<file path="src/rtl/adc_trig_pkg.sv">
package adc_trig_pkg;
  typedef enum logic [1:0] {
    MODE_SW_ONCE = 2'd0,
    MODE_SW_SCAN = 2'd1,
    MODE_EDGE    = 2'd2,
    MODE_LEVEL   = 2'd3
  } start_mode_e;
endpackage

</file>
<file path="src/rtl/adc_trig_sync.sv">
module adc_trig_sync #(
  parameter int unsigned STAGES = 2
) (
  input  logic clk_i,
  input  logic rst_ni,
  input  logic pin_i,
  output logic cur_o,
  output logic prev_o
);
  localparam int unsigned LAST = STAGES - 1;

  logic [STAGES-1:0] chain_q;
  logic              prev_q;

  always_ff @(posedge clk_i or negedge rst_ni) begin
    if (!rst_ni) begin
      chain_q <= '0;
      prev_q  <= 1'b0;
    end else begin
      chain_q <= {chain_q[STAGES-2:0], pin_i};
      prev_q  <= chain_q[LAST];
    end
  end

  assign cur_o  = chain_q[LAST];
  assign prev_o = prev_q;
endmodule

</file>
<file path="src/rtl/adc_trig_detect.sv">
module adc_trig_detect (
  input  logic cur_i,
  input  logic prev_i,
  input  logic pol_i,
  output logic act_o,
  output logic edge_o
);
  logic act_prev;

  // polarity folds falling/low into the same active-high view
  assign act_o    = pol_i ? cur_i  : ~cur_i;
  assign act_prev = pol_i ? prev_i : ~prev_i;
  assign edge_o   = act_o & ~act_prev;
endmodule

</file>
<file path="src/rtl/adc_seq_fsm.sv">
module adc_seq_fsm
  import adc_trig_pkg::*;
(
  input  logic        clk_i,
  input  logic        rst_ni,
  input  start_mode_e mode_i,
  input  logic        sw_start_i,
  input  logic        edge_evt_i,
  input  logic        trig_act_i,
  input  logic        done_i,
  output logic        start_o,
  output logic        busy_o
);
  logic busy_q;

  always_comb begin
    start_o = 1'b0;
    if (!busy_q) begin
      unique case (mode_i)
        MODE_SW_ONCE, MODE_SW_SCAN: start_o = sw_start_i;
        MODE_EDGE:                  start_o = edge_evt_i;
        MODE_LEVEL:                 start_o = trig_act_i;
        default:                    start_o = 1'b0;
      endcase
    end else if (done_i) begin
      // restart in the completion cycle
      start_o = (mode_i == MODE_SW_SCAN) || ((mode_i == MODE_LEVEL) && trig_act_i);
    end
  end

  always_ff @(posedge clk_i or negedge rst_ni) begin
    if (!rst_ni) busy_q <= 1'b0;
    else         busy_q <= start_o | (busy_q & ~done_i);
  end

  assign busy_o = busy_q;
endmodule

</file>
<file path="src/rtl/adc_ovr_flag.sv">
module adc_ovr_flag (
  input  logic clk_i,
  input  logic rst_ni,
  input  logic edge_mode_i,
  input  logic edge_evt_i,
  input  logic busy_i,
  input  logic clr_i,
  output logic ovr_o
);
  logic ovr_q;
  logic set;

  assign set = edge_mode_i & edge_evt_i & busy_i;

  always_ff @(posedge clk_i or negedge rst_ni) begin
    if (!rst_ni)    ovr_q <= 1'b0;
    else if (set)   ovr_q <= 1'b1;
    else if (clr_i) ovr_q <= 1'b0;
  end

  assign ovr_o = ovr_q;
endmodule

</file>
<file path="src/rtl/adc_trig_seq_ctrl.sv">
module adc_trig_seq_ctrl
  import adc_trig_pkg::*;
#(
  parameter int unsigned SYNC_STAGES = 2
) (
  input  logic clk_i,
  input  logic rst_ni,
  input  logic sw_start_i,
  input  logic scan_i,
  input  logic trig_en_i,
  input  logic trig_level_i,
  input  logic trig_pol_i,
  input  logic trig_pin_i,
  input  logic seq_done_i,
  input  logic ovr_clr_i,
  output logic seq_start_o,
  output logic busy_o,
  output logic ovr_o
);
  start_mode_e mode;
  logic        pin_cur, pin_prev;
  logic        trig_act, edge_evt;

  always_comb begin
    if (trig_en_i) mode = trig_level_i ? MODE_LEVEL : MODE_EDGE;
    else           mode = scan_i ? MODE_SW_SCAN : MODE_SW_ONCE;
  end

  adc_trig_sync #(.STAGES(SYNC_STAGES)) u_sync (
    .clk_i  (clk_i),
    .rst_ni (rst_ni),
    .pin_i  (trig_pin_i),
    .cur_o  (pin_cur),
    .prev_o (pin_prev)
  );

  adc_trig_detect u_detect (
    .cur_i  (pin_cur),
    .prev_i (pin_prev),
    .pol_i  (trig_pol_i),
    .act_o  (trig_act),
    .edge_o (edge_evt)
  );

  adc_seq_fsm u_fsm (
    .clk_i      (clk_i),
    .rst_ni     (rst_ni),
    .mode_i     (mode),
    .sw_start_i (sw_start_i),
    .edge_evt_i (edge_evt),
    .trig_act_i (trig_act),
    .done_i     (seq_done_i),
    .start_o    (seq_start_o),
    .busy_o     (busy_o)
  );

  adc_ovr_flag u_ovr (
    .clk_i       (clk_i),
    .rst_ni      (rst_ni),
    .edge_mode_i (mode == MODE_EDGE),
    .edge_evt_i  (edge_evt),
    .busy_i      (busy_o),
    .clr_i       (ovr_clr_i),
    .ovr_o       (ovr_o)
  );
endmodule

</file>
<file path="config.mk">
export PLATFORM = sky130hd
export DESIGN_NAME = adc_trig_seq_ctrl
export DESIGN_NICKNAME = d
export VERILOG_FILES = /design/src/rtl/adc_trig_pkg.sv /design/src/rtl/adc_trig_sync.sv /design/src/rtl/adc_trig_detect.sv /design/src/rtl/adc_seq_fsm.sv /design/src/rtl/adc_ovr_flag.sv /design/src/rtl/adc_trig_seq_ctrl.sv
export SDC_FILE = /design/constraint.sdc
export NUM_CORES = 1
export LEC_CHECK = 0
export ABC_AREA = 0
export CAP_MARGIN = 5
export CORE_AREA = 2 2 39 41
export CTS_CLUSTER_SIZE = 25
export DETAILED_ROUTE_END_ITERATION = 16
export DIE_AREA = 0 0 41 43
export GPL_TIMING_DRIVEN = 0
export SLEW_MARGIN = 20
export SYNTH_ARGS = -nofsm -noshare
export SYNTH_HDL_FRONTEND = slang
export SYNTH_SLANG_ARGS = --single-unit
</file>
<file path="constraint.sdc">
create_clock -name clk_i -period 1.3 [get_ports clk_i]
set_input_delay 0.195 -clock clk_i [delete_from_list [all_inputs] [get_ports clk_i]]
set_output_delay 0.195 -clock clk_i [all_outputs]
set_load 0.02 [all_outputs]
</file>
==> qor.csv <==
metric,value,unit
status,"finished, violations left",
violations,setup timing,
path_buf_inv,1,
root_buffer,clkbuf_4,
path_max_fanout,2,
wire_per_inst,9.80,um
setup_viol,3,
clock_sinks,5,
crit_family,compound AO/OA/AOI/OAI gates,
r2r-start,u_sync.chain_q[1]$_DFF_PN0_,
path_clk_slew,0.05,ns
drc_errors,0,
ys_async_sr_fraction,1.00,
cts_hold_buf,0,
synth_most_common_cell,dfrtp_1,
numPortBuffers,12,
final_cells,55,
cts_tree,yes,
leakage,0.189,nW
grt_pass1_wl,890,um
setup_slack,-0.580,ns
cpMaxStageDelayCell,dfrtp_1,
path_class,reg -> out,
cpPeakStageDelay,0.37,ns
die_y,43,um
yosys-top-cells-area,"dfrtp_1, a221oi_2, inv_1, mux2_2, a211o_1",
yosysWarnings,0,
grt_pass1_vias,246,
rsz0062_at_grt,yes,
drt_pass1_iterations,4,
die_x,41,um
insertion_delay,0.24,ns
cp.arrival,1.68,ns
syn_to_final_growth,82.6,%
dp.cells,49,
total_power,0.480,mW
powerDensity,1100,nW/um^2
startpoint_type,flip-flop,
synth_fp_nets,31,
min_path_type,in -> async,
routed-via-count,221,
avgSynthCellArea,11.3,um^2
ios,13,
fin_worst_skew,0.00460,ns
drive_gt1_frac,0.231,
critPathLaunch,u_sync.chain_q[1]$_DFF_PN0_,
cts.path.max_buffers,2,
cp.depth,4,
synth_cells,21,
num_antenna_cells,0,
gr-total-overflow,0,
gp_congestion,0.600,
yosys.area.top_type_share,0.526,
coreArea,1380,um^2
fin_crit_sh,1.45,
start_util,0.172,
rows,14,
fmax,0.532,GHz
grt_usage,0.0808,
finalHoldViolCount,0,
period_needed,1.88,ns
cts_htree_levels,1,
cts_buffers,3,
synthTopCellsByCount,"dfrtp_1, inv_1",
r2r_cells,4,
vias_per_cell,4.02,
first_iter_violations,2,
slew_headroom,0.761,
worstPathRequired,1.11,ns
wl,539,um
synthFlopType,dfrtp_1,
tightest_slew,0.359,ns
ant_nets,0,
path_cells,or3b_1 > a211o_1 > a221oi_4 > buf_6,
ys_ff_latch,5,
end_kind,output pin,
yosysSeqAreaShare,0.526,
syn_area,238,um^2
die_area,1760,um^2
grt_start_max_net_pins,6,
yosysTopAreaCell,dfrtp_1,
finish.net_count,50,
yosysUniqueCellTypes,15,
synth_edf_count,0,
maxSlewViolCount,0,
antenna_found_initial,0,
ir_drop,0.000405,V
max_cap_violations,0,
==> worst reg2reg max path, delay by kind of cell, from the launching register on <==
kind,cells,cell delay [ns]
AOI/OAI and AO/OA,2,0.48
DFF,1,0.37
and+or+nand+nor,1,0.34
buffers and inverters,1,0.16
==> stage by stage <==
stage,setup slack [ns],setup TNS [ns],utilization,hold slack [ns],cell area [um^2]
floorplan,-0.326,-0.394,-,-0.101,249
global placement,-1.18,-1.81,0.281,0.333,389
detailed placement,-1.19,-1.85,0.281,0.343,389
CTS,-0.633,-0.917,0.314,0.163,434
global route,-0.658,-1.01,0.314,0.178,434
finish,-0.580,-0.770,0.314,0.166,434
==> registers in the layout, summed over array words and instances (netlist names) <==
register / count
u_sync.chain_q: 2
u_fsm.busy_o: 1
u_ovr.ovr_o: 1
u_sync.prev_o: 1
==> routing by layer <==
metal	global-route usage	up-vias	wire length, um
met5	0	-	0
met4	0.0800	0	0
met3	0.0314	0	42
met2	0.125	8	264
met1	0.0721	101	231
li1	-	112	-
==> cell usage in the layout, fill, tap and decap left out, types with 2 or more instances in the layout <==
cell type	n
clkdlybuf4s50_1	8
dfrtp_1	5
inv_1	3
clkbuf_4	3
dlygate4sd2_1	3
buf_4	2
==> final cells by class <==
class / count / area (um^2)
clock buffers: 4 / 26.3
fillers: 149 / 950
inverters: 3 / 11.3
flip-flops and latches: 5 / 125
repair buffers: 14 / 133
well taps: 16 / 20.0
multi-input cells: 13 / 119
==> final timing paths <==
| check | endpoint | slack, ns |
|---|---|---|
| max | seq_start_o | -0.58 |
| min | u_fsm.busy_o$_DFF_PN0_ | 0.17 |
| max reg2reg | u_fsm.busy_o$_DFF_PN0_ | -0.14 |
| min reg2reg | u_sync.chain_q[1]$_DFF_PN0_ | 0.35 |
| max in group asynchronous | u_sync.chain_q[1]$_DFF_PN0_ | 0.95 |
| min in group clk_i | u_sync.chain_q[1]$_DFF_PN0_ | 0.35 |
==> repair_timing <==
item / 4_1_cts / 5_1_grt
endpoints found under the setup margin: 5 / 3
pin swaps: 2 / 1
gates resized for setup: 10 / 0
buffers inserted: 2 / 0
==> kinds of logic after synthesis <==
group	synth area share
xor+xnor	0.0368
mux	0.0474
compound gates	0.216
buf+inv	0.0474
flops	0.526
simple gates	0.126
==> power by group <==
group | switching [mW] | internal (mW) | leakage (nW)
sequential | 0.00785 | 0.168 | 0.0601
clock | 0.0643 | 0.116 | 0.0150
combinational | 0.0570 | 0.0666 | 0.114
No activity file was read; power rests on OpenSTA's default activity.
